==> src/rtl/nws_pkg.sv <==
package nws_pkg;

  typedef enum logic [1:0] {
    FLT_NONE   = 2'd0,
    FLT_GUEST  = 2'd1,
    FLT_STAGE2 = 2'd2
  } faultKind_e;

  // Strobes from the sequencer to the datapath, valid for one cycle.
  typedef struct packed {
    logic       loadRoot;   // capture inputs, begin a walk
    logic       loadBase;   // take translated table base
    logic       loadNext;   // take next guest-physical address from entry
    logic       addS2Refs;  // add walker reference count
    logic       addOne;     // add one guest entry reference
    logic       finish;     // latch results
    faultKind_e kind;       // outcome when finishing
  } walkCtl_t;

endpackage

==> src/rtl/nws_control.sv <==
module nws_control
  import nws_pkg::*;
#(
  parameter int LEVELS = 4,
  parameter int LVL_W  = 3,
  parameter int STEP_W = 4,
  parameter int SEL_W  = 2
) (
  input  logic              clk,
  input  logic              rst_n,
  input  logic              start,
  input  logic              s2RspValid,
  input  logic              s2RspFault,
  input  logic              memRspValid,
  input  logic              entryPresent,
  output walkCtl_t          ctl,
  output logic [SEL_W-1:0]  levelIdx,
  output logic              lastLevel,
  output logic [STEP_W-1:0] step,
  output logic              s2ReqValid,
  output logic              memReq,
  output logic              done
);

  typedef enum logic [2:0] {
    ST_IDLE, ST_S2_ISSUE, ST_S2_WAIT, ST_RD_ISSUE, ST_RD_WAIT
  } state_e;

  state_e            state, stateNext;
  logic [LVL_W-1:0]  level, levelNext;
  logic [STEP_W-1:0] stepNext;
  logic              doneNext;

  always_comb begin
    ctl       = '0;
    stateNext = state;
    levelNext = level;
    stepNext  = step;
    doneNext  = 1'b0;
    case (state)
      ST_IDLE: begin
        if (start) begin
          ctl.loadRoot = 1'b1;
          levelNext    = '0;
          stepNext     = '0;
          stateNext    = ST_S2_ISSUE;
        end
      end
      ST_S2_ISSUE: stateNext = ST_S2_WAIT;
      ST_S2_WAIT: begin
        if (s2RspValid) begin
          ctl.addS2Refs = 1'b1;
          if (s2RspFault) begin
            ctl.finish = 1'b1;
            ctl.kind   = FLT_STAGE2;
            doneNext   = 1'b1;
            stateNext  = ST_IDLE;
          end else if (level == LVL_W'(LEVELS)) begin
            ctl.finish = 1'b1;
            ctl.kind   = FLT_NONE;
            doneNext   = 1'b1;
            stateNext  = ST_IDLE;
          end else begin
            ctl.loadBase = 1'b1;
            stepNext     = step + STEP_W'(1);
            stateNext    = ST_RD_ISSUE;
          end
        end
      end
      ST_RD_ISSUE: stateNext = ST_RD_WAIT;
      ST_RD_WAIT: begin
        if (memRspValid) begin
          ctl.addOne = 1'b1;
          if (!entryPresent) begin
            ctl.finish = 1'b1;
            ctl.kind   = FLT_GUEST;
            doneNext   = 1'b1;
            stateNext  = ST_IDLE;
          end else begin
            ctl.loadNext = 1'b1;
            levelNext    = level + LVL_W'(1);
            stepNext     = step + STEP_W'(1);
            stateNext    = ST_S2_ISSUE;
          end
        end
      end
      default: stateNext = ST_IDLE;
    endcase
  end

  always_ff @(posedge clk) begin
    if (!rst_n) begin
      state <= ST_IDLE;
      level <= '0;
      step  <= '0;
      done  <= 1'b0;
    end else begin
      state <= stateNext;
      level <= levelNext;
      step  <= stepNext;
      done  <= doneNext;
    end
  end

  assign levelIdx   = level[SEL_W-1:0];
  assign lastLevel  = (level == LVL_W'(LEVELS - 1));
  assign s2ReqValid = (state == ST_S2_ISSUE);
  assign memReq     = (state == ST_RD_ISSUE);

endmodule

==> src/rtl/nws_datapath.sv <==
module nws_datapath
  import nws_pkg::*;
#(
  parameter int PA_W      = 52,
  parameter int VA_W      = 48,
  parameter int LEVELS    = 4,
  parameter int IDX_W     = 9,
  parameter int OFF_W     = 12,
  parameter int ENTRY_B   = 8,
  parameter int REF_W     = 8,
  parameter int RSP_REF_W = 3,
  parameter int STEP_W    = 4,
  parameter int SEL_W     = 2
) (
  input  logic                  clk,
  input  logic                  rst_n,
  input  walkCtl_t              ctl,
  input  logic [SEL_W-1:0]      levelIdx,
  input  logic                  lastLevel,
  input  logic [STEP_W-1:0]     step,
  input  logic [VA_W-1:0]       gva,
  input  logic [PA_W-1:0]       guestRoot,
  input  logic [PA_W-1:0]       s2Root,
  input  logic [PA_W-1:0]       s2RspHpa,
  input  logic [RSP_REF_W-1:0]  s2RspRefs,
  input  logic [PA_W-OFF_W-1:0] memRspFrame,
  input  logic                  memRspPresent,
  output logic [PA_W-1:0]       curGpa,
  output logic [PA_W-1:0]       rootPtr,
  output logic [PA_W-1:0]       memAddr,
  output logic                  entryPresent,
  output logic [PA_W-1:0]       hpa,
  output logic [1:0]            fault,
  output logic [STEP_W-1:0]     faultStep,
  output logic [REF_W-1:0]      refCount
);

  localparam int SCALE_W = $clog2(ENTRY_B);

  logic [VA_W-1:0]   gvaQ;
  logic [PA_W-1:0]   tblBase;
  logic [REF_W-1:0]  refRun, refNext;
  faultKind_e        faultQ;
  logic [IDX_W-1:0]  idxArr [LEVELS];
  logic [IDX_W-1:0]  idxSel;

  // One index field per guest level, top level in the highest bits.
  for (genvar g = 0; g < LEVELS; g++) begin : g_idx
    assign idxArr[g] = gvaQ[OFF_W + (LEVELS - g) * IDX_W - 1 -: IDX_W];
  end

  assign idxSel       = idxArr[levelIdx];
  assign memAddr      = tblBase + PA_W'({idxSel, {SCALE_W{1'b0}}});
  assign entryPresent = memRspPresent;

  assign refNext = refRun
                 + (ctl.addS2Refs ? REF_W'(s2RspRefs) : REF_W'(0))
                 + (ctl.addOne ? REF_W'(1) : REF_W'(0));

  always_ff @(posedge clk) begin
    if (!rst_n) begin
      gvaQ      <= '0;
      curGpa    <= '0;
      rootPtr   <= '0;
      tblBase   <= '0;
      refRun    <= '0;
      hpa       <= '0;
      faultQ    <= FLT_NONE;
      faultStep <= '0;
      refCount  <= '0;
    end else begin
      if (ctl.loadRoot) begin
        gvaQ    <= gva;
        curGpa  <= guestRoot;
        rootPtr <= s2Root;
        refRun  <= '0;
      end else begin
        refRun <= refNext;
      end
      if (ctl.loadBase) tblBase <= s2RspHpa;
      if (ctl.loadNext) begin
        curGpa <= lastLevel ? {memRspFrame, gvaQ[OFF_W-1:0]}
                            : {memRspFrame, {OFF_W{1'b0}}};
      end
      if (ctl.finish) begin
        hpa       <= (ctl.kind == FLT_NONE) ? s2RspHpa : '0;
        faultQ    <= ctl.kind;
        faultStep <= step;
        refCount  <= refNext;
      end
    end
  end

  assign fault = faultQ;

endmodule

==> src/rtl/nested_walk_seq.sv <==
module nested_walk_seq
  import nws_pkg::*;
#(
  parameter int PA_W      = 52,
  parameter int VA_W      = 48,
  parameter int LEVELS    = 4,
  parameter int IDX_W     = 9,
  parameter int OFF_W     = 12,
  parameter int ENTRY_B   = 8,
  parameter int REF_W     = 8,
  parameter int RSP_REF_W = 3,
  localparam int LVL_W    = $clog2(LEVELS + 1),
  localparam int STEP_W   = $clog2(2 * LEVELS + 2),
  localparam int SEL_W    = (LEVELS > 1) ? $clog2(LEVELS) : 1
) (
  input  logic                  clk,
  input  logic                  rst_n,
  input  logic                  start,
  input  logic [VA_W-1:0]       gva,
  input  logic [PA_W-1:0]       guestRoot,
  input  logic [PA_W-1:0]       s2Root,
  output logic                  s2ReqValid,
  output logic [PA_W-1:0]       s2ReqGpa,
  output logic [PA_W-1:0]       s2ReqRoot,
  input  logic                  s2RspValid,
  input  logic [PA_W-1:0]       s2RspHpa,
  input  logic                  s2RspFault,
  input  logic [RSP_REF_W-1:0]  s2RspRefs,
  output logic                  memReq,
  output logic [PA_W-1:0]       memAddr,
  input  logic                  memRspValid,
  input  logic [PA_W-OFF_W-1:0] memRspFrame,
  input  logic                  memRspPresent,
  output logic                  done,
  output logic [PA_W-1:0]       hpa,
  output logic [1:0]            fault,
  output logic [STEP_W-1:0]     faultStep,
  output logic [REF_W-1:0]      refCount
);

  walkCtl_t          ctl;
  logic [SEL_W-1:0]  levelIdx;
  logic              lastLevel;
  logic [STEP_W-1:0] step;
  logic              entryPresent;

  nws_control #(
    .LEVELS(LEVELS), .LVL_W(LVL_W), .STEP_W(STEP_W), .SEL_W(SEL_W)
  ) u_control (
    .clk(clk), .rst_n(rst_n), .start(start),
    .s2RspValid(s2RspValid), .s2RspFault(s2RspFault),
    .memRspValid(memRspValid), .entryPresent(entryPresent),
    .ctl(ctl), .levelIdx(levelIdx), .lastLevel(lastLevel), .step(step),
    .s2ReqValid(s2ReqValid), .memReq(memReq), .done(done)
  );

  nws_datapath #(
    .PA_W(PA_W), .VA_W(VA_W), .LEVELS(LEVELS), .IDX_W(IDX_W),
    .OFF_W(OFF_W), .ENTRY_B(ENTRY_B), .REF_W(REF_W),
    .RSP_REF_W(RSP_REF_W), .STEP_W(STEP_W), .SEL_W(SEL_W)
  ) u_datapath (
    .clk(clk), .rst_n(rst_n), .ctl(ctl), .levelIdx(levelIdx),
    .lastLevel(lastLevel), .step(step), .gva(gva),
    .guestRoot(guestRoot), .s2Root(s2Root), .s2RspHpa(s2RspHpa),
    .s2RspRefs(s2RspRefs), .memRspFrame(memRspFrame),
    .memRspPresent(memRspPresent), .curGpa(s2ReqGpa),
    .rootPtr(s2ReqRoot), .memAddr(memAddr), .entryPresent(entryPresent),
    .hpa(hpa), .fault(fault), .faultStep(faultStep), .refCount(refCount)
  );

endmodule

==> config.mk <==
export PLATFORM = sky130hd
export DESIGN_NAME = nested_walk_seq
export DESIGN_NICKNAME = d
export VERILOG_FILES = /design/src/rtl/nws_pkg.sv /design/src/rtl/nws_control.sv /design/src/rtl/nws_datapath.sv /design/src/rtl/nested_walk_seq.sv
export SDC_FILE = /design/constraint.sdc
export NUM_CORES = 1
export LEC_CHECK = 0
export ABC_AREA = 1
export BUFFER_PORTS_ARGS = -buffer_cell sky130_fd_sc_hd__buf_2
export CORE_MARGIN = 1
export CORE_UTILIZATION = 25
export CTS_BUF_LIST = sky130_fd_sc_hd__clkbuf_16
export CTS_CLUSTER_DIAMETER = 60
export DETAILED_ROUTE_END_ITERATION = 6
export PLACE_DENSITY = 0.47
export SKIP_LAST_GASP = 1
export SYNTH_ARGS = -nofsm -noshare
export SYNTH_HDL_FRONTEND = slang
export SYNTH_HIERARCHICAL = 1
export SYNTH_SLANG_ARGS = --single-unit
==> constraint.sdc <==
create_clock -name clk -period 3.7 [get_ports clk]
set_input_delay 0.37 -clock clk [delete_from_list [all_inputs] [get_ports clk]]
set_output_delay 0.37 -clock clk [all_outputs]
set_load 0.05 [all_outputs]
After elaboration in Yosys (flattened, before gate mapping)
Cells that the tools add are included.

cells by class
  $add $sub $neg = 5
  magnitude comparators = 1
  equality and inequality tests = 12
  muxes and demuxes = 51
  bitwise operators = 2
  reductions and logical operators = 9

operators by type and width
  kind                 count
  $mux 52              3
  $add 52x12->52       1
  $mux 3               11
  $mux 4               7
  $mux 1               19
  $bmux 9 s2           1
  $mux 9               2
  $add 8x8->8          2
  $pmux 3 s5           1
  $mux 12              1
  $ne 2x2->1 const B   6
  $pmux 3 s2           2
  $pmux 4 s3           1
  $eq 3x2->1 const B   3
  $reduce_and 7->1     1
  $eq 3x3->1 const B   2
  $add 4x1->4 const B  1
  $mux 2               2
  $reduce_and 4->1     1
  $reduce_bool 2->1    2
  $add 3x1->3 const B  1
  $eq 3x1->1 const B   1
  $ge 3x3->1 const B   1
  $logic_not 3->1      1
  other kinds (7)      7

storage, ports and cells
  register bits after elaboration = 289
  bits of input ports = 254
  output and inout port bits = 225
  logic and storage cells = 93

Depth between registers and ports, before layout
Gate-level depths: netlist of run 1.

  depth after elaboration = 7
  mapped depth = 17
  mapped depth without buffers = 14

Cells and area by module
Netlist of run 1, hierarchy kept.

modules (own cells, without submodules)
  module        instances  cells an instance  area each (sq um)  sequential area each (sq um)
  nws_datapath  1          1782               12400.6            5565.3
  nws_control   1          114                749.5              220.2

Worst setup path before layout of run 1
No wires, ideal clock.

  path kind = reg-to-output
  from = reg u_control.level[0]
  to = out memAddr[15]
  arrival = 3014 ps
  required time = 3330 ps
  path slack = 316 ps
  stages on the path, launching flop included = 14
  buffers on the path = 3
  cell sequence = dfxtp_1 -> buf_4 -> clkbuf_1 -> inv_1 -> buf_2 -> nor2_1 -> o22ai_1 -> ha_1 -> fa_1 -> nand3_1 -> nand3_1 -> nand3_1 -> nand3_2 -> xor2_1

on the way
  longest elaborated chain between the ends = 5

RTL lines
  item                                        RTL line               text
  start, declared                             nws_control.sv:30      logic [LVL_W-1:0] level, levelNext;
  start signal, assigned                      nws_control.sv:99      level <= levelNext;
  $not 2->3 (not written as such)             nws_datapath.sv:52     assign idxSel = idxArr[levelIdx];
  $bmux 9 s2                                  nws_datapath.sv:52
  $mux 9 (not written as such) (2 in series)  nws_datapath.sv:52
  $add 52x12->52                              nws_datapath.sv:53     assign memAddr = tblBase + PA_W'({idxSel, {SCALE_W{1'b0}}});
  end, declared                               nested_walk_seq.sv:30  output logic [PA_W-1:0] memAddr,

Every way passes these cells. The select of a mux whose other input is x is not followed.

Worst setup path in the final report of run 1
  from = reg u_control.level[0]
  to = out memAddr[26]

Same word-level chain as after synthesis.

==> flow_summary.rst, run 1 <==
.. list-table::
   :header-rows: 1

   * - Metric
     - Value
   * - Root buffer cell
     - sky130_fd_sc_hd__clkbuf_16
   * - Average wire per standard cell
     - 17.68 um
   * - Number of nets at the end of the flow
     - 2641
   * - Status
     - finished, final reports clean
   * - Final count of pins violating max slew
     - 0
   * - Max rail drop VDD
     - 0.3259 mV
   * - Die area
     - 0.05352 mm2
   * - Total negative setup slack
     - 0 ns
   * - Multi-input combinational cell area
     - 0.006596 mm2
   * - Net switching share of the total power
     - 0.3958
   * - Critical Path RT
     - 3.33 ns
   * - Cell accounting for the most synthesized area
     - sky130_fd_sc_hd__dfxtp_1
   * - Max capacitance violation total
     - 0
   * - Largest fanout of any net on the critical path
     - 8
   * - Area of all sequential standard cells
     - 0.005786 mm2
   * - Fillcell total
     - 5602
   * - Worst-path clk slew
     - 0.06 ns
   * - Layout Utilization
     - 0.3498
   * - Die width
     - 231.3 um
   * - Final worst-path setup slack
     - 0.1864 ns
   * - # placed instances
     - 2963
   * - Post-route DRC violation count
     - 0
   * - Pwr per Cell Area
     - 607.7 mW/mm2
   * - Syn Area/Cell
     - 6.936 um2
   * - Number of endpoints with negative hold slack in the final report
     - 0
   * - Prevailing post-synth register cell
     - sky130_fd_sc_hd__dfxtp_1
   * - Maximum operating frequency
     - 0.2846 GHz
   * - Number of storage elements in the synthesis netlist
     - 289
   * - Fin crit share
     - 0.9496
   * - Clock net sink count
     - 289
   * - Clock tree from TritonCTS
     - yes
   * - Clk buf depth
     - 3
   * - Post-Synthesis Cells
     - 1896
   * - Capture instance of the worst register-to-register path
     - u_datapath/tblBase[51]$_SDFFE_PN0P_
   * - Detailed-route via count
     - 14300
   * - All-layer global routing usage
     - 0.1973
   * - Count of endpoints failing setup in the final report
     - 0
   * - Cell with the most instances after synthesis
     - sky130_fd_sc_hd__nor2_1
   * - Share of flip-flops with an asynchronous set or reset after synthesis
     - 0
   * - Library cells used by synthesis
     - 33
   * - Number of non-filler instances in the completed layout
     - 3080
   * - Ratio of cells with drive above 1 in the final layout
     - 0.2643
   * - Slack of the worst reg-to-reg path
     - 1.11 ns
   * - Initial DRT Pass Iterations
     - 5
   * - Number of levels the H-tree was split into
     - 2
   * - Final weighted congestion of routability-driven global placement
     - 0.9371
   * - Slew at the pin closest to its max-slew limit
     - 1.148 ns
   * - Synth top area share
     - 0.4400
   * - Startpoint of the worst-slack reg-to-reg timing path
     - u_control/level[0]$_SDFFE_PN0P_
   * - Final worst path period need
     - 3.514 ns
   * - Cells on worst reg2reg path
     - 9
   * - Most frequent cells after synthesis
     - sky130_fd_sc_hd__nor2_1, sky130_fd_sc_hd__nand2_1, sky130_fd_sc_hd__dfxtp_1, sky130_fd_sc_hd__o21ai_0, sky130_fd_sc_hd__a21oi_1
   * - Worst slack at placement
     - 0.6604 ns
   * - Sequential-to-total area share from yosys stat
     - 0.4400
   * - EDFF count, synth
     - 0
   * - DP HPWL
     - 40570 um
   * - Net count after synthesis
     - 2168
   * - Net switching power
     - 0.004343 W
   * - Total internal power
     - 0.006630 W
   * - Total CTS buffers
     - 40
   * - Clock share of power
     - 0.346
   * - Worst skew pair latency
     - 0.56 ns
   * - Initial antenna violation count
     - 6
   * - Via count of the first global-routing pass
     - 14120
   * - Drt via density
     - 4.643
   * - Static power due to leakage
     - 8.491 nW
   * - Remaining antenna violation count after routing
     - 0
   * - Setup repair after global routing missed its margin
     - true
   * - Dominant cells by area after synthesis
     - sky130_fd_sc_hd__dfxtp_1, sky130_fd_sc_hd__nor2_1, sky130_fd_sc_hd__nand2_1
   * - Die extent in y
     - 231.3 um
   * - Pin count of the biggest net entering global routing
     - 117
   * - Standard-cell row count
     - 83
   * - Routed wire length
     - 54450 um
   * - First-pass GRT wire length
     - 82170 um
   * - Relative max-transition margin
     - 0.2350
   * - Critical Path Start
     - u_control/level[0]$_SDFFE_PN0P_
   * - Number of warning messages in the yosys log
     - 6
   * - Sequential share of power
     - 0.346
   * - Part of the total power dissipated in combinational logic
     - 0.308
   * - Overall power of the completed layout
     - 0.01097 W
   * - Boundary Pins
     - 479
   * - Kind of path behind the tightest hold check
     - in2reg
   * - Category of the most critical setup path
     - reg2out
   * - Type of origin of the critical path
     - register
   * - Placeable core region
     - 0.05161 mm2
   * - Final Skew
     - 0.02211 ns
   * - Crit path capture
     - memAddr[26]
   * - Buffers on Ports
     - 478
   * - Effective utilization at floorplan
     - 0.2548
   * - Mapped cell area
     - 0.01315 mm2
   * - Endpoint arrival time on the critical path
     - 3.14 ns
   * - DR iter-0 viols
     - 649
   * - Endpoint class of the critical path
     - primary output
   * - Layout Area Growth over Synthesis
     - 37.31%
   * - Final global-route overflow total
     - 0
==> worst max-delay path, stage by stage (launching register included) <==
cell	delay [ns]
sky130_fd_sc_hd__dfxtp_1	0.37
sky130_fd_sc_hd__clkinvlp_4	0.18
sky130_fd_sc_hd__buf_2	0.21
sky130_fd_sc_hd__o21ai_0	0.16
sky130_fd_sc_hd__o22ai_1	0.11
sky130_fd_sc_hd__ha_2	0.41
sky130_fd_sc_hd__nand2_1	0.07
sky130_fd_sc_hd__nand2_1	0.14
sky130_fd_sc_hd__nand2_2	0.11
sky130_fd_sc_hd__nor2_2	0.16
sky130_fd_sc_hd__nand3_1	0.11
sky130_fd_sc_hd__nand2_1	0.11
sky130_fd_sc_hd__nand2_1	0.06
sky130_fd_sc_hd__nand2_1	0.12
sky130_fd_sc_hd__buf_2	0.28
==> how the worst min path moves through the flow <==
stage | startpoint | to | slack [ns] | cells after the start
after floorplan | u_datapath/gvaQ[0]$_SDFFE_PN0P_ | u_datapath/curGpa[0]$_SDFFE_PN0P_ | 0.43 | 2
after global placement | u_datapath/gvaQ[0]$_SDFFE_PN0P_ | u_datapath/curGpa[0]$_SDFFE_PN0P_ | 0.44 | 2
after detailed placement | u_datapath/hpa[9]$_SDFFE_PN0P_ | u_datapath/hpa[9]$_SDFFE_PN0P_ | 0.45 | 2
after CTS | s2Root[26] | u_datapath/rootPtr[26]$_SDFFE_PN0P_ | 0.001 | 3
after global routing | guestRoot[42] | u_datapath/curGpa[42]$_SDFFE_PN0P_ | 0.02 | 3
final | s2Root[4] | u_datapath/rootPtr[4]$_SDFFE_PN0P_ | 0.04 | 3
==> cell type report <==
cell class              instances  share of cell area
flip-flops and latches        289              0.3204
multi-input cells            1382              0.3653
clock buffers                  41             0.05682
diodes                          1           0.0001386
inverters                     118             0.02488
clock inverters                31             0.01531
repair buffers                538              0.1700
well taps                     680             0.04712
==> through the flow <==
stage                     hold slack (ns)  area [um2]
after floorplan                    0.4335       13150
after global placement             0.4432       16150
after detailed placement           0.4536       16150
after CTS                       0.0009820       17840
after global routing              0.01704       18060
final                             0.03547       18060
==> cell families (layout without fill, tap and decap cells) <==
family	Yosys count	count (layout)	share of synthesized area
compound gates	389	389	0.1564
xor+xnor	19	19	0.01265
fa+ha+maj	18	18	0.01884
simple gates	956	956	0.3033
flops	289	289	0.4400
other cells	0	1	0
buf+inv	225	728	0.06879
==> power groups by stage <==
| stage | Clock, W | Sequential (W) | Combinational (W) |
|---|---|---|---|
| after floorplan | 0 | 0.00466 | 0.00148 |
| after global placement | 0 | 0.00384 | 0.00330 |
| after detailed placement | 0 | 0.00384 | 0.00330 |
| after CTS | 0.00391 | 0.00379 | 0.00335 |
| after global routing | 0.00404 | 0.00384 | 0.00365 |
| final | 0.00380 | 0.00379 | 0.00338 |
==> layout by cell type, fill, tap and decap left out, drive strengths merged, types with 9 or more instances in the layout <==
cell	count
dfxtp	289
o221ai	23
dlygate4sd3	39
nor3	30
buf	484
ha	15
inv	129
nor2	433
xor2	18
nand3	63
o22ai	9
a21oi	112
o21ai	240
clkinv	12
nand3b	17
nand4	15
clkbuf	56
nand2	395
==> timing repair <==
| item | 4_1_cts | 5_1_grt |
|---|---|---|
| gates resized for setup | 0 | 55 |
| setup endpoints to repair | 0 | 38 |
| hold buffers | 39 | 0 |
| endpoints found under the hold margin | 39 | 0 |
| buffers inserted | 0 | 5 |
==> sequential cells by signal (all words and copies together) (netlist names), 4 cells and up <==
signal	count
u_datapath/refRun	8
u_datapath/curGpa	52
u_datapath/hpa	52
u_datapath/refCount	8
u_datapath/rootPtr	52
u_datapath/gvaQ	48
u_datapath/tblBase	52
u_datapath/faultStep	4
u_control/step	4
==> per-layer routing <==
metal  global-route usage  vias up  part of all wire
li1                     -     7095                 -
met2               0.3481      490              0.49
met1               0.2330     6628              0.41
met4              0.07388        0             0.035
met3              0.04109       87             0.065
met5                    0        -                 0
No activity file was read; power rests on OpenSTA's default activity.
==> run 2: changes to the inputs <==
--- a/config.mk
+++ b/config.mk
@@ -5,14 +5,12 @@
 export SDC_FILE = /design/constraint.sdc
 export NUM_CORES = 1
 export LEC_CHECK = 0
-export ABC_AREA = 1
 export BUFFER_PORTS_ARGS = -buffer_cell sky130_fd_sc_hd__buf_2
 export CORE_MARGIN = 1
 export CORE_UTILIZATION = 25
 export CTS_BUF_LIST = sky130_fd_sc_hd__clkbuf_16
 export CTS_CLUSTER_DIAMETER = 60
 export DETAILED_ROUTE_END_ITERATION = 6
-export PLACE_DENSITY = 0.47
 export SKIP_LAST_GASP = 1
 export SYNTH_ARGS = -nofsm -noshare
 export SYNTH_HDL_FRONTEND = slang
==> run 2 against run 1 <==
The run now ends with negative setup slack left; sequential cell count is the same; area after synthesis up 0.44%; clock skew about the same; register-to-register slack got worse by 0.21 ns; largest cell class unchanged; largest power group unchanged.
==> flow_summary.rst, run 2 <==
.. list-table::
   :header-rows: 1

   * - Metric
     - Value
   * - Status
     - finished with violations (was finished, final reports clean)
   * - Failing checks
     - negative setup slack
   * - Root buffer cell
     - sky130_fd_sc_hd__clkbuf_16 (unchanged)
   * - Largest fanout of any net on the critical path
     - 8 (unchanged)
   * - Worst hold path depth
     - 3 (unchanged)
   * - Net switching share of the total power
     - 0.2885 (was 0.3958)
   * - Largest family of logic cells by synthesized area
     - simple AND/OR/NAND/NOR gates (unchanged)
   * - Share of flip-flops with an asynchronous set or reset after synthesis
     - 0 (unchanged)
   * - Part of the total power dissipated in combinational logic
     - 0.153 (was 0.308)
   * - Boundary Pins
     - 479 (unchanged)
   * - DP HPWL
     - 33210 um (was 40570 um)
   * - Number of warning messages in the yosys log
     - 6 (unchanged)
   * - Cell count along the critical path
     - 11 (was 14)
   * - EDFF count, synth
     - 0 (unchanged)
   * - Cells on worst reg2reg path
     - 10 (was 9)
   * - Dominant cells by area after synthesis
     - sky130_fd_sc_hd__dfxtp_1, sky130_fd_sc_hd__mux2i_1, sky130_fd_sc_hd__nor2b_1 (was sky130_fd_sc_hd__dfxtp_1, sky130_fd_sc_hd__nor2_1, sky130_fd_sc_hd__nand2_1)
   * - Worst slack at placement
     - -0.1203 ns (was 0.6604 ns)
   * - Average wire per standard cell
     - 17.76 um (was 17.68 um)
   * - Detailed-route via count
     - 11280 (was 14300)
   * - Via count of the first global-routing pass
     - 11280 (was 14120)
   * - Compound-cell area share of the yosys netlist
     - 0.06764 (was 0.1564)
   * - Sequential-to-total area share from yosys stat
     - 0.4380 (was 0.4400)
   * - Final worst path period need
     - 3.885 ns (was 3.514 ns)
   * - Placeable core region
     - 0.05172 mm2 (was 0.05161 mm2)
   * - Final worst-path setup slack
     - -0.1850 ns (was 0.1864 ns)
   * - Cell class contributing the biggest share of worst-path delay
     - compound AO/OA/AOI/OAI gates (was simple AND/OR/NAND/NOR gates)
   * - Commonest cells after routing, fill and taps aside
     - sky130_fd_sc_hd__buf_2, sky130_fd_sc_hd__dfxtp_1, sky130_fd_sc_hd__nor2b_1 (was sky130_fd_sc_hd__buf_2, sky130_fd_sc_hd__nor2_1, sky130_fd_sc_hd__nand2_1)
   * - Die width
     - 231.9 um (was 231.3 um)
   * - Clock tree from TritonCTS
     - yes (unchanged)
   * - Initial antenna violation count
     - 21 (was 6)
   * - Static power due to leakage
     - 8.081 nW (was 8.491 nW)
   * - Max rail drop VDD
     - 0.3237 mV (was 0.3259 mV)
   * - Initial DRT Pass Iterations
     - 4 (was 5)
   * - Maximum operating frequency
     - 0.2574 GHz (was 0.2846 GHz)
   * - Slew at the pin closest to its max-slew limit
     - 0.8192 ns (was 1.148 ns)
   * - Most Frequent Cell on Critical Path
     - sky130_fd_sc_hd__buf_4 (was sky130_fd_sc_hd__nand2_1)
   * - Fraction of the mapped netlist area in adder cells
     - 0.01876 (was 0.01884)
   * - Xor and xnor area share after synthesis
     - 0.03448 (was 0.01265)
   * - Pin count of the biggest net entering global routing
     - 158 (was 117)
   * - Worst skew pair latency
     - 0.55 ns (was 0.56 ns)
   * - Slack of the worst reg-to-reg path
     - 0.90 ns (was 1.11 ns)
   * - Clk buf depth
     - 3 (unchanged)
   * - Remaining antenna violation count after routing
     - 0 (unchanged)
   * - Area share of and/or/nand/nor cells after synthesis
     - 0.2272 (was 0.3033)
   * - Worst Min Path Start
     - s2Root[43] (was s2Root[4])
   * - Mapped cell area
     - 0.01321 mm2 (was 0.01315 mm2)
   * - DR iter-0 viols
     - 459 (was 649)
   * - Hold Path Sink
     - u_datapath/rootPtr[43]$_SDFFE_PN0P_ (was u_datapath/rootPtr[4]$_SDFFE_PN0P_)
   * - Area of all sequential standard cells
     - 0.005788 mm2 (was 0.005786 mm2)
   * - Buffers on Ports
     - 478 (unchanged)
   * - Final Skew
     - 0.02237 ns (was 0.02211 ns)
   * - Total CTS buffers
     - 40 (unchanged)
   * - Final-layout worst hold slack
     - 0.07666 ns (was 0.03547 ns)
   * - All-layer global routing usage
     - 0.1622 (was 0.1973)
   * - Sequential share of power
     - 0.399 (was 0.346)
   * - Final weighted congestion of routability-driven global placement
     - 0.9123 (was 0.9371)
   * - Hold bufs inserted after CTS
     - 0 (was 39)
   * - Relative max-transition margin
     - 0.4518 (was 0.2350)
   * - Syn Area/Cell
     - 9.704 um2 (was 6.936 um2)
   * - Critical Path RT
     - 3.33 ns (about the same)
   * - Capture instance of the worst register-to-register path
     - u_datapath/hpa[35]$_SDFFE_PN0P_ (was u_datapath/tblBase[51]$_SDFFE_PN0P_)
   * - Routed wire length
     - 45040 um (was 54450 um)
   * - Total internal power
     - 0.005981 W (was 0.006630 W)
   * - Standard-cell row count
     - 83 (unchanged)
   * - Synth top area share
     - 0.4380 (was 0.4400)
   * - Number of levels the H-tree was split into
     - 2 (unchanged)
   * - Startpoint of the worst-slack reg-to-reg timing path
     - u_control/level[0]$_SDFFE_PN0P_ (unchanged)
   * - Most frequent cells after synthesis
     - sky130_fd_sc_hd__dfxtp_1, sky130_fd_sc_hd__nor2b_1, sky130_fd_sc_hd__mux2i_1, sky130_fd_sc_hd__nand2_1, sky130_fd_sc_hd__a21oi_1 (was sky130_fd_sc_hd__nor2_1, sky130_fd_sc_hd__nand2_1, sky130_fd_sc_hd__dfxtp_1, sky130_fd_sc_hd__o21ai_0, sky130_fd_sc_hd__a21oi_1)
   * - Die extent in y
     - 231.9 um (was 231.3 um)
   * - Net switching power
     - 0.002425 W (was 0.004343 W)
   * - Clock share of power
     - 0.448 (was 0.346)
   * - Fillcell total
     - 5231 (was 5602)
   * - Library cells used by synthesis
     - 58 (was 33)
   * - Post-route DRC violation count
     - 0 (unchanged)
   * - Type of origin of the critical path
     - register (unchanged)
   * - Category of the most critical setup path
     - reg2out (unchanged)
   * - Clock net sink count
     - 289 (unchanged)
   * - Count of endpoints failing setup in the final report
     - 36 (was 0)
   * - Worst-path cell chain
     - buf_12, mux4_2, buf_4, fa_2, a211o_1, a211oi_2, a21oi_4, nor2b_4, buf_4, xor2_2, buf_6 (was clkinvlp_4, buf_2, o21ai_0, o22ai_1, ha_2, nand2_1, nand2_1, nand2_2, nor2_2, nand3_1, nand2_1, nand2_1, nand2_1, buf_2)
   * - Overall power of the completed layout
     - 0.008406 W (was 0.01097 W)
   * - Die area
     - 0.05375 mm2 (was 0.05352 mm2)
   * - Total negative setup slack
     - -3.013 ns (was 0 ns)
   * - Max capacitance violation total
     - 0 (unchanged)
   * - Post-Synthesis Cells
     - 1361 (was 1896)
   * - Fin crit share
     - 1.050 (was 0.9496)
   * - Prevailing post-synth register cell
     - sky130_fd_sc_hd__dfxtp_1 (unchanged)
   * - Layout Area Growth over Synthesis
     - 39.51% (was 37.31%)
   * - Effective utilization at floorplan
     - 0.2554 (was 0.2548)
   * - Cell accounting for the most synthesized area
     - sky130_fd_sc_hd__dfxtp_1 (unchanged)
   * - Multi-input combinational cell area
     - 0.007430 mm2 (was 0.006596 mm2)
   * - WP buf/inv
     - 4 (was 3)
   * - Number of nets at the end of the flow
     - 2094 (was 2641)
   * - Worst-path clk slew
     - 0.06 ns (about the same)
   * - Endpoint arrival time on the critical path
     - 3.51 ns (was 3.14 ns)
   * - Slowest stage delay, CP
     - 0.55 ns (was 0.41 ns)
   * - Mux share of post-synthesis cell area
     - 0.1768 (was 0)
   * - Pwr per Cell Area
     - 456.2 mW/mm2 (was 607.7 mW/mm2)
   * - Kind of path behind the tightest hold check
     - in2reg (unchanged)
   * - Ratio of cells with drive above 1 in the final layout
     - 0.3591 (was 0.2643)
   * - Layout Utilization
     - 0.3563 (was 0.3498)
   * - Drt via density
     - 4.449 (was 4.643)
   * - Net count after synthesis
     - 1633 (was 2168)
   * - First-pass GRT wire length
     - 67170 um (was 82170 um)
   * - Setup repair after global routing missed its margin
     - true (unchanged)
   * - Endpoint class of the critical path
     - primary output (unchanged)
   * - Final count of pins violating max slew
     - 0 (unchanged)
   * - Number of storage elements in the synthesis netlist
     - 289 (unchanged)
   * - Cell with the biggest individual delay on the critical path
     - sky130_fd_sc_hd__mux4_2 (was sky130_fd_sc_hd__ha_2)
   * - Number of endpoints with negative hold slack in the final report
     - 0 (unchanged)
   * - Most common cell after layout, fill and taps aside
     - sky130_fd_sc_hd__buf_2 (unchanged)
   * - Final global-route overflow total
     - 0 (unchanged)
   * - Cell with the most instances after synthesis
     - sky130_fd_sc_hd__dfxtp_1 (was sky130_fd_sc_hd__nor2_1)
run 2: cell types whose count changed in the layout (fill, tap and decap cells not counted), sizes merged, moves of 26 or more:
cell	previous run	this run
inv	129	29
xnor2	1	42
nand3	63	37
a21oi	112	69
dlygate4sd3	39	0
and2	1	58
o21ai	240	60
nor2	433	25
nand2	395	78
nor2b	0	267
buf	484	514
mux2i	0	213
run 2: layout make-up:
class                           instances  share of cell area
Antenna cell                            4           0.0005432
Tap cell                              680             0.04617
Sequential cell                       289              0.3141
Clock buffer                           41             0.05568
Clock inverter                         31             0.01392
Multi-Input combinational cell        960              0.4032
Timing Repair Buffer                  515              0.1631
Inverter                               16            0.003259
run 2: through the flow:
stage	std cells	cell area, um2
2_1_floorplan	1361	13280
3_3_place_gp	2441	16390
3_5_place_dp	2441	16390
6_report	2536	18430
5_1_grt	2535	18420
4_1_cts	2523	18170
run 2: worst max-delay path by stage:
stage,to,start
finish,memAddr[35],u_control/level[0]$_SDFFE_PN0P_
global route,memAddr[42],u_control/level[0]$_SDFFE_PN0P_
CTS,memAddr[37],u_control/level[0]$_SDFFE_PN0P_
detailed placement,memAddr[51],u_control/level[0]$_SDFFE_PN0P_
global placement,memAddr[41],u_control/level[0]$_SDFFE_PN0P_
floorplan,memAddr[33],u_control/level[0]$_SDFFE_PN0P_
run 2: kinds of logic after synthesis:
family	count (synthesis)
XOR/XNOR	52
flip-flops	289
buffers and inverters	112
AO/OA/AOI/OAI	157
AND/OR/NAND/NOR	511
adder cells (fa/ha/maj)	18
multiplexers	222
run 2: power groups by stage:
stage	clock network, W	logic (W)	registers (W)
3_3_place_gp	0	0.00126	0.00341
5_1_grt	0.00403	0.00138	0.00337
2_1_floorplan	0	0.000558	0.00373
4_1_cts	0.00391	0.00129	0.00335
3_5_place_dp	0	0.00128	0.00341
6_report	0.00377	0.00129	0.00335
run 2: per-layer routing:
metal	share of wire	GRT usage	vias up	wire [um]
met4	0.026	0.04893	12	1158
met3	0.083	0.05476	81	3751
met5	0.0018	0	-	83
met1	0.42	0.1930	5241	18890
met2	0.47	0.2738	439	21160
li1	-	-	5510	-
run 2: timing repair:
action,4_1_cts,5_1_grt
gates resized for setup,101,37
cloned,1,0
pin swaps,25,33
endpoints found under the setup margin,42,42
endpoints found under the hold margin,0,0
setup buffers,9,11
run 2: worst reg2reg max path: cells and delay by family, from the launching register on:
kind | cells | cell delay [ns]
AO/OA/AOI/OAI | 3 | 0.90
AND/OR/NAND/NOR | 2 | 0.44
flip-flops | 1 | 0.33
buffers and inverters | 4 | 0.89
adder cells (fa/ha/maj) | 1 | 0.16
